[src/rtl/iq_dcoff_pkg.sv]
package iq_dcoff_pkg;

  function automatic bit is_pow2(input int x);
    return (x > 0) && ((x & (x - 1)) == 0);
  endfunction

  function automatic int floor_log2(input int x);
    int r;
    r = 0;
    for (int b = 0; b < 31; b++) begin
      if ((x >> b) != 0) r = b;
    end
    return r;
  endfunction

endpackage

[src/rtl/iq_cal_seq.sv]
module iq_cal_seq #(
  parameter int CAL_LOG2 = 4,
  localparam int CNT_W = CAL_LOG2 + 1,
  localparam int SH_W  = (CAL_LOG2 < 1) ? 1 : $clog2(CAL_LOG2 + 1)
) (
  input  logic            clk,
  input  logic            rst_n,
  input  logic            cal_go,
  input  logic            cal_ext,
  input  logic            in_valid,
  output logic            busy,
  output logic            acc_clr,
  output logic            acc_en,
  output logic            snap_en,
  output logic [SH_W-1:0] snap_sh,
  output logic            commit_full,
  output logic            commit_part,
  output logic            short_sel
);
  import iq_dcoff_pkg::*;

  localparam logic [CNT_W-1:0] RUN_LEN = CNT_W'(1 << CAL_LOG2);

  logic             go_d;
  logic             ext_q;
  logic [CNT_W-1:0] cnt;
  logic [CNT_W-1:0] cnt_nxt;
  logic             abort;

  assign acc_clr     = cal_go && !go_d && !busy;
  assign acc_en      = busy && cal_go && in_valid;
  assign cnt_nxt     = cnt + CNT_W'(1);
  assign commit_full = acc_en && (cnt_nxt == RUN_LEN);
  assign abort       = busy && !cal_go;
  assign commit_part = abort && (cnt != '0);
  assign snap_en     = acc_en && is_pow2(int'(cnt_nxt));
  assign short_sel   = busy && !ext_q;

  always_ff @(posedge clk or negedge rst_n) begin
    if (!rst_n) begin
      go_d    <= 1'b0;
      busy    <= 1'b0;
      ext_q   <= 1'b0;
      cnt     <= '0;
      snap_sh <= '0;
    end else begin
      go_d <= cal_go;
      if (acc_clr) begin
        busy  <= 1'b1;
        ext_q <= cal_ext;
        cnt   <= '0;
      end else if (commit_full || abort) begin
        busy <= 1'b0;
      end else if (acc_en) begin
        cnt <= cnt_nxt;
      end
      if (acc_clr)      snap_sh <= '0;
      else if (snap_en) snap_sh <= SH_W'(floor_log2(int'(cnt_nxt)));
    end
  end

endmodule

[src/rtl/dcoff_chan.sv]
module dcoff_chan #(
  parameter int W        = 12,
  parameter int CAL_LOG2 = 4,
  localparam int ACC_W   = W + CAL_LOG2,
  localparam int SH_W    = (CAL_LOG2 < 1) ? 1 : $clog2(CAL_LOG2 + 1)
) (
  input  logic                clk,
  input  logic                rst_n,
  input  logic signed [W-1:0] sample,
  input  logic                acc_clr,
  input  logic                acc_en,
  input  logic                snap_en,
  input  logic [SH_W-1:0]     snap_sh,
  input  logic                commit_full,
  input  logic                commit_part,
  output logic signed [W-1:0] offset
);
  logic signed [ACC_W-1:0] acc;
  logic signed [ACC_W-1:0] snap;
  logic signed [ACC_W-1:0] sum_nxt;
  logic signed [ACC_W-1:0] full_mean;
  logic signed [ACC_W-1:0] part_mean;

  assign sum_nxt   = acc + {{CAL_LOG2{sample[W-1]}}, sample};
  assign full_mean = sum_nxt >>> CAL_LOG2;
  assign part_mean = snap >>> snap_sh;

  always_ff @(posedge clk or negedge rst_n) begin
    if (!rst_n) begin
      acc    <= '0;
      snap   <= '0;
      offset <= '0;
    end else begin
      if (acc_clr)     acc <= '0;
      else if (acc_en) acc <= sum_nxt;
      if (acc_clr)      snap <= '0;
      else if (snap_en) snap <= sum_nxt;
      if (commit_full)      offset <= full_mean[W-1:0];
      else if (commit_part) offset <= part_mean[W-1:0];
    end
  end

endmodule

[src/rtl/iq_tx_gate.sv]
module iq_tx_gate #(
  parameter int SETTLE_N = 8,
  localparam int DW = $clog2(SETTLE_N + 1)
) (
  input  logic clk,
  input  logic rst_n,
  input  logic path_on,
  input  logic pwr_down,
  input  logic win_allow,
  input  logic tx_en,
  input  logic in_valid,
  input  logic cal_busy,
  output logic path_act,
  output logic tx_rise,
  output logic fwd
);
  logic          tx_go;
  logic          tx_go_d;
  logic [DW-1:0] drop_cnt;
  logic [DW-1:0] cnt_eff;
  logic          settled;

  assign path_act = !pwr_down && (!win_allow || path_on);
  assign tx_go    = tx_en && path_act;
  assign tx_rise  = tx_go && !tx_go_d;
  assign cnt_eff  = tx_rise ? '0 : drop_cnt;
  assign settled  = (cnt_eff == DW'(SETTLE_N));
  assign fwd      = tx_go && in_valid && settled && !cal_busy;

  always_ff @(posedge clk or negedge rst_n) begin
    if (!rst_n) begin
      tx_go_d  <= 1'b0;
      drop_cnt <= '0;
    end else begin
      tx_go_d <= tx_go;
      if (tx_go && in_valid && !settled) drop_cnt <= cnt_eff + DW'(1);
      else if (tx_rise)                  drop_cnt <= '0;
    end
  end

endmodule

[src/rtl/iq_dcoff_gate.sv]
module iq_dcoff_gate #(
  parameter int SAMPLE_W = 12,
  parameter int CAL_LOG2 = 4,
  parameter int SETTLE_N = 8,
  localparam int SH_W    = (CAL_LOG2 < 1) ? 1 : $clog2(CAL_LOG2 + 1)
) (
  input  logic                       clk,
  input  logic                       rst_n,
  input  logic                       path_on,
  input  logic                       pwr_down,
  input  logic                       win_allow,
  input  logic                       cal_req,
  input  logic                       cal_ext,
  input  logic                       tx_en,
  input  logic                       in_valid,
  input  logic signed [SAMPLE_W-1:0] in_i,
  input  logic signed [SAMPLE_W-1:0] in_q,
  output logic                       out_valid,
  output logic signed [SAMPLE_W-1:0] out_i,
  output logic signed [SAMPLE_W-1:0] out_q,
  output logic                       short_sel
);
  localparam int NCH = 2;

  function automatic logic signed [SAMPLE_W-1:0] sat_sub(
    input logic signed [SAMPLE_W-1:0] a,
    input logic signed [SAMPLE_W-1:0] b);
    logic signed [SAMPLE_W:0] d;
    d = {a[SAMPLE_W-1], a} - {b[SAMPLE_W-1], b};
    if (d[SAMPLE_W] != d[SAMPLE_W-1])
      return d[SAMPLE_W] ? {1'b1, {(SAMPLE_W-1){1'b0}}} : {1'b0, {(SAMPLE_W-1){1'b1}}};
    return d[SAMPLE_W-1:0];
  endfunction

  logic            path_act;
  logic            tx_rise;
  logic            fwd;
  logic            cal_go;
  logic            cal_busy;
  logic            acc_clr;
  logic            acc_en;
  logic            snap_en;
  logic [SH_W-1:0] snap_sh;
  logic            commit_full;
  logic            commit_part;
  logic            commit_any;
  logic signed [SAMPLE_W-1:0] smp [NCH];
  logic signed [SAMPLE_W-1:0] off [NCH];
  logic signed [SAMPLE_W-1:0] off_i;
  logic signed [SAMPLE_W-1:0] off_q;

  assign cal_go     = cal_req && path_act;
  assign commit_any = commit_full || commit_part;
  assign smp[0]     = in_i;
  assign smp[1]     = in_q;
  assign off_i      = off[0];
  assign off_q      = off[1];

  iq_tx_gate #(.SETTLE_N(SETTLE_N)) u_gate (
    .clk(clk), .rst_n(rst_n), .path_on(path_on), .pwr_down(pwr_down),
    .win_allow(win_allow), .tx_en(tx_en), .in_valid(in_valid),
    .cal_busy(cal_busy), .path_act(path_act), .tx_rise(tx_rise), .fwd(fwd)
  );

  iq_cal_seq #(.CAL_LOG2(CAL_LOG2)) u_seq (
    .clk(clk), .rst_n(rst_n), .cal_go(cal_go), .cal_ext(cal_ext),
    .in_valid(in_valid), .busy(cal_busy), .acc_clr(acc_clr), .acc_en(acc_en),
    .snap_en(snap_en), .snap_sh(snap_sh), .commit_full(commit_full),
    .commit_part(commit_part), .short_sel(short_sel)
  );

  for (genvar c = 0; c < NCH; c++) begin : g_chan
    dcoff_chan #(.W(SAMPLE_W), .CAL_LOG2(CAL_LOG2)) u_chan (
      .clk(clk), .rst_n(rst_n), .sample(smp[c]), .acc_clr(acc_clr),
      .acc_en(acc_en), .snap_en(snap_en), .snap_sh(snap_sh),
      .commit_full(commit_full), .commit_part(commit_part), .offset(off[c])
    );
  end

  always_ff @(posedge clk or negedge rst_n) begin
    if (!rst_n) begin
      out_valid <= 1'b0;
      out_i     <= '0;
      out_q     <= '0;
    end else begin
      out_valid <= fwd;
      if (fwd) begin
        out_i <= sat_sub(in_i, off_i);
        out_q <= sat_sub(in_q, off_q);
      end
    end
  end

endmodule

[config.mk]
export PLATFORM = sky130hd
export DESIGN_NAME = iq_dcoff_gate
export DESIGN_NICKNAME = d
export VERILOG_FILES = /design/src/rtl/iq_dcoff_pkg.sv /design/src/rtl/iq_cal_seq.sv /design/src/rtl/dcoff_chan.sv /design/src/rtl/iq_tx_gate.sv /design/src/rtl/iq_dcoff_gate.sv
export SDC_FILE = /design/constraint.sdc
export NUM_CORES = 1
export LEC_CHECK = 0
export ABC_CLOCK_PERIOD_IN_PS = 3100
export BUFFER_PORTS_ARGS = -buffer_cell sky130_fd_sc_hd__clkbuf_2
export CAP_MARGIN = 20
export CORE_MARGIN = 4
export CORE_UTILIZATION = 60
export DETAILED_ROUTE_END_ITERATION = 10
export MAX_ROUTING_LAYER = met4
export PLACE_DENSITY = 0.81
export SLEW_MARGIN = 15
export SYNTH_ARGS = -nofsm -noshare
export SYNTH_HDL_FRONTEND = slang
export SYNTH_SLANG_ARGS = --single-unit
[constraint.sdc]
create_clock -name clk -period 3.1 [get_ports clk]
set_input_delay 0.465 -clock clk [delete_from_list [all_inputs] [get_ports clk]]
set_output_delay 0.465 -clock clk [all_outputs]
set_load 0.005 [all_outputs]
Yosys cells after proc, flatten, opt, wreduce, memory -nomap -nowiden
Cells that the tools add are included.
{"block": "classes", "n_addsub": 7, "order_cmp": 1, "eq_ne": 5, "shift": 2, "n_mux": 35, "bitwise": 1, "reduce_logical": 38}
{"op": "$mux W16", "count": 8}
{"op": "$mux W12", "count": 10}
{"op": "$reduce_bool A32 Y1", "count": 3}
{"op": "$add A16 B16 Y16", "count": 2}
{"op": "$and A6 B32 Y32", "count": 1}
{"op": "$logic_not A32 Y1", "count": 1}
{"op": "$sshr A16 B3 Y12", "count": 2}
{"op": "$sub A12 B12 Y13", "count": 2}
{"op": "$logic_and A1 B1 Y1", "count": 18}
{"op": "$mux W3", "count": 5}
{"op": "$mux W5", "count": 3}
{"op": "$logic_not A1 Y1", "count": 8}
{"op": "$mux W4", "count": 2}
{"op": "$reduce_bool A2 Y1", "count": 4}
{"op": "$mux W1", "count": 7}
{"op": "$sub A5 B1 Y6 const B", "count": 1}
{"op": "$add A5 B1 Y5 const B", "count": 1}
{"op": "$eq A5 B5 Y1 const B", "count": 1}
{"op": "$gt A5 B1 Y1 const B", "count": 1}
{"op": "$reduce_bool A5 Y1", "count": 1}
{"op": "$add A4 B1 Y4 const B", "count": 1}
{"op": "$eq A4 B4 Y1 const B", "count": 1}
{"op": "$logic_or A1 B1 Y1", "count": 2}
{"op": "$ne A1 B1 Y1", "count": 2}
{"op": "other kinds (2)", "count": 2}
{"block": "totals", "register_bits": 129, "input_bits": 33, "output_inout_bits": 26, "wordCells": 105}

Depth between registers and ports, before layout
Gate-level depths: netlist (run 1).
{"block": "depth", "ltp_word": 11, "mapped_depth": 12}

Hierarchy
Synthesis (run 1) repeated with hierarchy kept, for this count alone.
{"block": "unflattened", "hier_cells": 1066, "area_unflattened_um2": 9709.3}
{"module": "dcoff_chan (g_chan[0].u_chan)", "n_inst": 1, "cells_each": 343, "area_each_um2": 3196.8, "seq_area_each_um2": 1101.1}
{"module": "dcoff_chan (g_chan[1].u_chan)", "n_inst": 1, "cells_each": 330, "area_each_um2": 3066.7, "seq_area_each_um2": 1101.1}
{"module": "iq_dcoff_gate", "n_inst": 1, "cells_each": 282, "area_each_um2": 2328.5, "seq_area_each_um2": 625.6}
{"module": "iq_cal_seq", "n_inst": 1, "cells_each": 72, "area_each_um2": 749.5, "seq_area_each_um2": 275.3}
{"module": "iq_tx_gate", "n_inst": 1, "cells_each": 39, "area_each_um2": 367.9, "seq_area_each_um2": 125.1}

Worst setup path before layout (run 1)
Ideal clock, no wire load.
{"block": "synth_timing", "path_kind": "input port to flip-flop", "start": "input port in_i[0]", "end": "register out_i[0]", "setup_ns": 0.138, "arrival_ns": 2.375, "t_required_ns": 2.962, "path_slack_ns": 0.587, "path_stages": 11, "n_path_buf": 0, "path_cell_list": "inv_1 -> ha_1 -> inv_1 -> fa_1 -> a211oi_1 -> o21ai_1 -> o21ai_0 -> a21boi_0 -> a2bb2oi_2 -> o21ai_1 -> o21ai_0"}
{"block": "synth_between", "elab_chain_len": 5, "elab_cells_between_ends": 7, "cone_classes": "add/sub: 1; eq/ne: 1; mux: 5"}
{"item": "start, declared", "line": "iq_dcoff_gate.sv:16", "text": "input logic signed [SAMPLE_W-1:0] in_i,"}
{"item": "$sub A12 B12 Y13 *", "line": "iq_dcoff_gate.sv:29", "text": "d = {a[SAMPLE_W-1], a} - {b[SAMPLE_W-1], b};"}
{"item": "$ne A1 B1 Y1", "line": "iq_dcoff_gate.sv:30", "text": "if (d[SAMPLE_W] != d[SAMPLE_W-1])"}
{"item": "$mux W1", "line": "iq_dcoff_gate.sv:30"}
{"item": "$mux W1", "line": "iq_dcoff_gate.sv:87", "text": "if (fwd) begin"}
{"item": "$mux W12 *", "line": "iq_dcoff_gate.sv:32", "text": "return d[SAMPLE_W-1:0];"}
{"item": "end signal, assigned", "line": "iq_dcoff_gate.sv:88", "text": "out_i <= sat_sub(in_i, off_i);"}
{"item": "end, declared", "line": "iq_dcoff_gate.sv:19", "text": "output logic signed [SAMPLE_W-1:0] out_i,"}
Mark *: on every way between the ends. The rest lies on a longest branch, timed or not. The select of a mux whose other input is x is not followed.
A chain may end at the register's enable or synchronous reset.

Worst setup path after layout (run 1)
{"block": "layout_timing", "start": "register g_chan[1].u_chan.acc[0]", "end": "register g_chan[1].u_chan.offset[10]"}
{"block": "layout_between", "elab_chain_len": 2}
{"item": "start, declared", "line": "dcoff_chan.sv:18", "text": "logic signed [ACC_W-1:0] acc;"}
{"item": "start signal, assigned", "line": "dcoff_chan.sv:35", "text": "else if (acc_en) acc <= sum_nxt;"}
{"item": "$add A16 B16 Y16", "line": "dcoff_chan.sv:24", "text": "assign sum_nxt = acc + {{CAL_LOG2{sample[W-1]}}, sample};"}
{"item": "$mux W12", "line": "dcoff_chan.sv:38", "text": "if (commit_full) offset <= full_mean[W-1:0];"}
{"item": "end signal, assigned", "line": "dcoff_chan.sv:38"}
{"item": "end signal, assigned", "line": "dcoff_chan.sv:39", "text": "else if (commit_part) offset <= part_mean[W-1:0];"}
{"item": "end, declared", "line": "dcoff_chan.sv:16", "text": "output logic signed [W-1:0] offset"}
No other way between the ends.

==> reports/qor.csv, run 1 <==
metric;value;unit
number of filler instances in the final layout;1165;
maximum root-to-sink buffer count;2;
total setup buffers inserted after CTS;0;
final worst-path cycle share;90.3;%
dominant cell by count in the synthesized netlist;sky130_fd_sc_hd__nand2_1;
unrepaired setup endpoints after global routing;false;
register area share after synthesis;35.5;%
starting utilization of the core area;61.8;%
layout-stage area growth over the synthesis result;12.6;%
TritonCTS Sinks;129;
highest routed metal layer;met4;
vias in the first global route;7828;
metal3 WL;1.51;mm
worst min-delay path class;input port to asynchronous set/reset pin;
violation count after the first detailed-route iteration;848;
cell area power density;549;nW/um2
met2 layer wire length in the routed design;10.7;mm
Post-synth EDFFs;0;
endpoint arrival time on the critical path;3.11;ns
count of standard-cell rows;44;
Mapped Nets;1187;
layout net count;1237;
Die Footprint;17200;um2
startpoint of the worst register-to-register path;g_chan[1].u_chan.acc[0];
first-pass GRT wire length;38.7;mm
run status;finished, final reports clean;
final-layout setup total negative slack;0;ns
clock transition at the registers of the reported paths;0.06;ns
width of the die;131;um
overall overflow remaining after global route;0;
Synth Register Bits;129;
biggest area consumer among synthesized cells;sky130_fd_sc_hd__dfrtp_1;
# DRC;0;
clock latency on the worst-skew pair;0.43;ns
placed standard-cell area;9610;um2
Final Hold Slack;0.0589;ns
Yosys warnings;0;
CTS Buf Count;17;
top cell type's share of synthesized area;35.5;%
library cell used as clock root buffer;sky130_fd_sc_hd__clkbuf_16;
area of all placed cells without fillers;10200;um2
depth of the worst register-to-register path;10;
fraction of final layout cells sized beyond drive strength 1;12.0;%
final weighted congestion in routability-driven placement;0.927;
transition time at the pin with the least slew margin;0.944;ns
clock skew;0.00789;ns
post-synthesis instance total;1090;
H-tree depth;4;
post-layout minimum cycle time;2.80;ns
top fanout value on the critical path;6;
capture instance of the worst register-to-register path;g_chan[1].u_chan.offset[10];
crit path capture type;register;
number of antenna diodes;0;
Max rail drop VDD;412;uV
final setup violation count;0;
combinational group share of total power;27.0;%
reg-to-reg setup timing slack;0.30;ns
leak pwr;4.78;nW
cell types occupying the most area after synthesis;sky130_fd_sc_hd__dfrtp_1, sky130_fd_sc_hd__nand2_1, sky130_fd_sc_hd__ha_1, sky130_fd_sc_hd__a21oi_1, sky130_fd_sc_hd__o21ai_0;
predominant post-synthesis flop cell;sky130_fd_sc_hd__dfrtp_1;
Rel. slew slack;36.8;%
cell internal power dissipation;0.00381;W
number of antenna violations at the first check in global routing;0;
final-report hold violation count;0;
mean instance size in the synthesized netlist;8.34;um2
clock tree from TritonCTS;built;
net switching power;0.00180;W
number of different library cells in the post-synthesis netlist;64;
number of vias per cell after detailed routing;6.23;
die height;131;um
cts hold-fix bufs;0;
post-DR wirelength/cell;17.3;um
max-slew violations;0;
fraction of power consumed by sequential logic;34.8;%
achievable clock frequency;357;MHz
leading post-synthesis cells by instance count;sky130_fd_sc_hd__nand2_1, sky130_fd_sc_hd__a21oi_1, sky130_fd_sc_hd__dfrtp_1;
post-DP HPWL;16.1;mm
Final Util;69.6;%
vias;8323;
count of maximum capacitance violations;0;
num ports;59;
synthesized cell area;9090;um2
CORE AREA;14700;um2
wl on met1;10.4;mm
startpoint-to-endpoint class of the critical path;register to register;
required time reported for the critical path endpoint;3.41;ns
Post-CTS Resized;0;
Routed Wire Length;23.2;mm
Pre-antenna DRT Iters;5;
largest net degree at the start of global routing;60;
Routed Antenna Nets;0;
Worst setup SP type;register;
async set-reset flop share out of synthesis;100;%
clock network power share;38.2;%
total routing usage reported by global routing;29.0;%
count of buffers inserted at the top-level ports;58;
switching portion of total power;32.1;%
[area by class of cell]
class / instances / area [um2] / area share (%)
inverters: 58 / 218 / 2.13
clock buffers: 18 / 439 / 4.29
clock inverters: 13 / 188 / 1.83
flip-flops and latches: 129 / 3230 / 31.5
well taps: 184 / 230 / 2.25
multi-input cells: 853 / 5440 / 53.2
repair buffers: 81 / 490 / 4.79
[sequential cells by signal, summed over array words and instances, names as in the netlist, 3 cells and up]
signal and cells:
out_i 12, u_seq.cnt 5, g_chan.u_chan.snap 32, u_seq.snap_sh 3, g_chan.u_chan.offset 24, out_q 12
g_chan.u_chan.acc 32, u_gate.drop_cnt 4
[critical path, cell delays in order, from the launching register on]
cell and delay [ns]:
sky130_fd_sc_hd__dfrtp_1 0.37, sky130_fd_sc_hd__ha_1 0.20, sky130_fd_sc_hd__inv_1 0.06, sky130_fd_sc_hd__fa_1 0.41, sky130_fd_sc_hd__nor2b_1 0.21, sky130_fd_sc_hd__o21a_1 0.19, sky130_fd_sc_hd__o21ai_2 0.11, sky130_fd_sc_hd__o311ai_1 0.42
sky130_fd_sc_hd__a221oi_1 0.17, sky130_fd_sc_hd__xnor2_1 0.19, sky130_fd_sc_hd__a221o_1 0.34
[cell families (layout without fill, tap and decap cells)]
| kind of cell | count (synthesis) | after routing | synth area share, % |
|---|---|---|---|
| AOI/OAI and AO/OA | 337 | 337 | 22.6 |
| xor gates and xnor gates | 45 | 45 | 4.34 |
| muxes | 42 | 42 | 5.78 |
| and+or+nand+nor | 365 | 365 | 17.8 |
| DFF | 129 | 129 | 35.5 |
| adders and majority gates | 64 | 64 | 9.14 |
| buffers and inverters | 108 | 170 | 4.75 |
[power groups by stage]
stage / Clock, W / Sequential (W) / Combinational, W
floorplan: 0 / 0.00192 / 0.00114
global placement: 0 / 0.00197 / 0.00144
detailed placement: 0 / 0.00198 / 0.00148
CTS: 0.00215 / 0.00195 / 0.00150
global route: 0.00224 / 0.00197 / 0.00171
finish: 0.00215 / 0.00195 / 0.00152
[per-layer routing]
layer  global-route usage, %  up-vias
li1                        -     3952
met1                    39.6     3959
met2                    44.0      361
met3                    4.34       51
met4                    10.8        0
met5                       -        -
[how the worst max path moves through the flow]
stage	from	end	slack, ns
after floorplan	in_i[0]	out_i[0]	0.59
after detailed placement	in_i[0]	out_i[2]	0.21
after global routing	g_chan[0].u_chan.offset[0]	out_i[2]	0.06
after CTS	g_chan[1].u_chan.acc[0]	g_chan[1].u_chan.offset[10]	0.33
after global placement	in_i[0]	out_i[6]	0.30
final	g_chan[1].u_chan.acc[0]	g_chan[1].u_chan.offset[10]	0.30
[cell usage in the layout, fill, tap and decap left out, types with 7 or more instances in the layout]
cell type                   instances
sky130_fd_sc_hd__clkbuf_16         17
sky130_fd_sc_hd__nor2_1            64
sky130_fd_sc_hd__buf_4             22
sky130_fd_sc_hd__inv_1             57
sky130_fd_sc_hd__a221o_1            7
sky130_fd_sc_hd__a21o_1            18
sky130_fd_sc_hd__o211ai_1          16
sky130_fd_sc_hd__nand2_1          206
sky130_fd_sc_hd__mux4_2             8
sky130_fd_sc_hd__a31oi_1            9
sky130_fd_sc_hd__xnor2_1           29
sky130_fd_sc_hd__a211oi_1          22
sky130_fd_sc_hd__a21oi_1          135
sky130_fd_sc_hd__clkbuf_2          57
sky130_fd_sc_hd__mux2i_1           30
sky130_fd_sc_hd__o21ai_0           69
sky130_fd_sc_hd__ha_1              60
sky130_fd_sc_hd__and3_1            15
sky130_fd_sc_hd__xor2_1            16
sky130_fd_sc_hd__nor2b_1           12
sky130_fd_sc_hd__nand2b_1          13
sky130_fd_sc_hd__dfrtp_1          129
sky130_fd_sc_hd__nand3_1           23
[stage by stage]
step / cells / setup slack (ns) / total power [W]
after floorplan: 1090 / 0.587 / 0.00306
after global placement: 1305 / 0.303 / 0.00341
after detailed placement: 1305 / 0.208 / 0.00345
after CTS: 1336 / 0.329 / 0.00560
after global routing: 1336 / 0.0590 / 0.00592
final: 1336 / 0.300 / 0.00562
Note: power is estimated with default switching activity, not from simulation.
==> inputs of run 2 (changes only) <==
- CELL_PAD_IN_SITES_DETAIL_PLACEMENT: not set -> 0
- CELL_PAD_IN_SITES_GLOBAL_PLACEMENT: not set -> 1
- CORE_UTILIZATION: 60 -> 47
- PLACE_DENSITY: 0.81 -> 0.83
==> run 2 against run 1 <==
- power fell by 1.6%
- non-clock buffer count did not move
- sequential share of layout area fell by 0.26 points
- sequential power barely moved
- via count fell by 4.8%
- fmax rose by 2.8%
- register-to-register slack improved by 0.08 ns
- largest cell class unchanged
==> reports/qor.csv, run 2 (synthesis gave the netlist of run 1 again) <==
metric;value;unit;change
run status;finished, final reports clean;;
Final Hold Slack;0.0168;ns;-0.0421 ns
startpoint-to-endpoint class of the critical path;register to register;;
highest-delay cell along the critical path;sky130_fd_sc_hd__fa_1;;
max-slew violations;0;;unchanged
post-DR wirelength/cell;16.7;um;-3.6%
Pre-antenna DRT Iters;5;;unchanged
post-layout minimum cycle time;2.72;ns;-0.0754 ns
count of buffers inserted at the top-level ports;58;;unchanged
slowest stage delay, CP;0.41;ns;about the same
number of antenna violations at the first check in global routing;0;;unchanged
placed standard-cell area;9720;um2;+1.2%
H-tree depth;4;;unchanged
endpoint arrival time on the critical path;3.01;ns;-0.10 ns
top fanout value on the critical path;9;;+3
largest registers;g_chan.u_chan.acc x32, g_chan.u_chan.snap x32, g_chan.u_chan.offset x24;;
first-pass GRT wire length;39.2;mm;+1.3%
Final Util;54.8;%;-15 points
achievable clock frequency;367;MHz;+2.8%
final worst-path cycle share;87.9;%;-2.4 points
starting utilization of the core area;48.3;%;-14 points
number of filler instances in the final layout;1780;;+53%
leak pwr;4.77;nW;-0.19%
crit-path cells;ha_1 -> inv_1 -> fa_1 -> a211oi_1 -> o21ai_1 -> o21ai_0 -> a21boi_0 -> a2bb2oi_2 -> o21ai_1 -> o21ai_0;;
Worst setup SP type;register;;
count of maximum capacitance violations;0;;unchanged
layout-stage area growth over the synthesis result;13.5;%;
crit path buf inv count;1;;unchanged
clock skew;0.00829;ns;+0.000407 ns
post-DP HPWL;17.1;mm;+5.8%
delay-heaviest family, CP;compound AO/OA/AOI/OAI gates;;
clock latency on the worst-skew pair;0.42;ns;about the same
CORE AREA;18800;um2;+28%
count of standard-cell rows;50;;+14%
Die Footprint;21600;um2;+26%
Rel. slew slack;38.1;%;+1.2 points
# DRC;0;;unchanged
final-layout setup total negative slack;0;ns;unchanged
most used cells in the layout excluding fill and tap cells;sky130_fd_sc_hd__nand2_1, sky130_fd_sc_hd__a21oi_1, sky130_fd_sc_hd__dfrtp_1, sky130_fd_sc_hd__o21ai_0, sky130_fd_sc_hd__nor2_1;;
required time reported for the critical path endpoint;3.38;ns;-0.03 ns
transition time at the pin with the least slew margin;0.926;ns;-0.0181 ns
final-report hold violation count;0;;unchanged
vias in the first global route;7617;;-2.7%
die height;147;um;+12%
cts hold-fix bufs;0;;unchanged
CTS Buf Count;17;;unchanged
Post-CTS Resized;0;;unchanged
number of antenna diodes;0;;unchanged
library cell used as clock root buffer;sky130_fd_sc_hd__clkbuf_16;;
largest net degree at the start of global routing;59;;-1.7%
num ports;59;;unchanged
Routed Antenna Nets;0;;unchanged
vias;7921;;-4.8%
total routing usage reported by global routing;22.7;%;-6.3 points
maximum root-to-sink buffer count;2;;unchanged
TritonCTS Sinks;129;;unchanged
most common cell after layout, fill and taps aside;sky130_fd_sc_hd__nand2_1;;
crit path capture type;register;;
final weighted congestion in routability-driven placement;0.856;;-7.6%
total setup buffers inserted after CTS;0;;unchanged
layout net count;1237;;unchanged
final worst-path setup slack;0.375;ns;+0.0754 ns
area of all placed cells without fillers;10300;um2;+0.82%
fraction of final layout cells sized beyond drive strength 1;11.7;%;-0.27 points
worst min-delay path class;input port to asynchronous set/reset pin;;
overall overflow remaining after global route;0;;unchanged
cell area power density;536;nW/um2;-2.4%
final setup violation count;0;;unchanged
Routed Wire Length;23.6;mm;+1.9%
violation count after the first detailed-route iteration;492;;-42%
width of the die;147;um;+12%
unrepaired setup endpoints after global routing;false;;
clock transition at the registers of the reported paths;0.06;ns;about the same
Max rail drop VDD;418;uV;+1.4%
clock tree from TritonCTS;built;;
worst setup slack after placement;0.114;ns;-0.0948 ns
number of vias per cell after detailed routing;5.61;;-10%
## run 2: final cells by class
| cell class | count | area [um2] | share of cell area (%) |
|---|---|---|---|
| multi-input cells | 853 | 5440 | 52.7 |
| repair buffers | 81 | 507 | 4.91 |
| clock buffers | 23 | 468 | 4.54 |
| inverters | 58 | 218 | 2.11 |
| flip-flops and latches | 129 | 3230 | 31.3 |
| clock inverters | 9 | 131 | 1.27 |
| well taps | 260 | 325 | 3.15 |
## run 2: per-layer routing
| metal | global-route usage (%) | wire length [um] | up-vias |
|---|---|---|---|
| li1 | - | - | 3966 |
| met1 | 32.2 | 11500 | 3738 |
| met2 | 34.5 | 10700 | 185 |
| met3 | 3.30 | 1030 | 32 |
| met4 | 5.96 | 413 | 0 |
| met5 | - | 0 | - |
## run 2: path summary, 6_finish.rpt
| check | from | end | slack [ns] | cells after the start |
|---|---|---|---|---|
| worst min register to register | out_i[9] | out_i[9] | 0.47 | 2 |
| worst min-delay path | rst_n | g_chan[1].u_chan.acc[6] | 0.02 | 1 |
| min in group clk | cal_ext | u_seq.ext_q | 0.24 | 3 |
| worst max-delay path | g_chan[0].u_chan.offset[0] | out_i[5] | 0.38 | 10 |
| max in group asynchronous | rst_n | g_chan[0].u_chan.snap[4] | 2.33 | 2 |
| worst max register to register | g_chan[0].u_chan.offset[0] | out_i[5] | 0.38 | 10 |
## run 2: where the power goes
group	switching (W)	leakage (nW)	total (W)	internal (W)
sequential	0.000123	1.77	0.00195	0.00183
combinational	0.000889	2.72	0.00150	0.000613
clock	0.000767	0.283	0.00207	0.00131
total	0.00178	4.77	0.00553	0.00375
## run 2: stage by stage
step | cells | total power (W)
3_5_place_dp | 1381 | 0.00347
6_report | 1413 | 0.00553
4_1_cts | 1413 | 0.00555
2_1_floorplan | 1090 | 0.00306
3_3_place_gp | 1381 | 0.00345
5_1_grt | 1413 | 0.00585
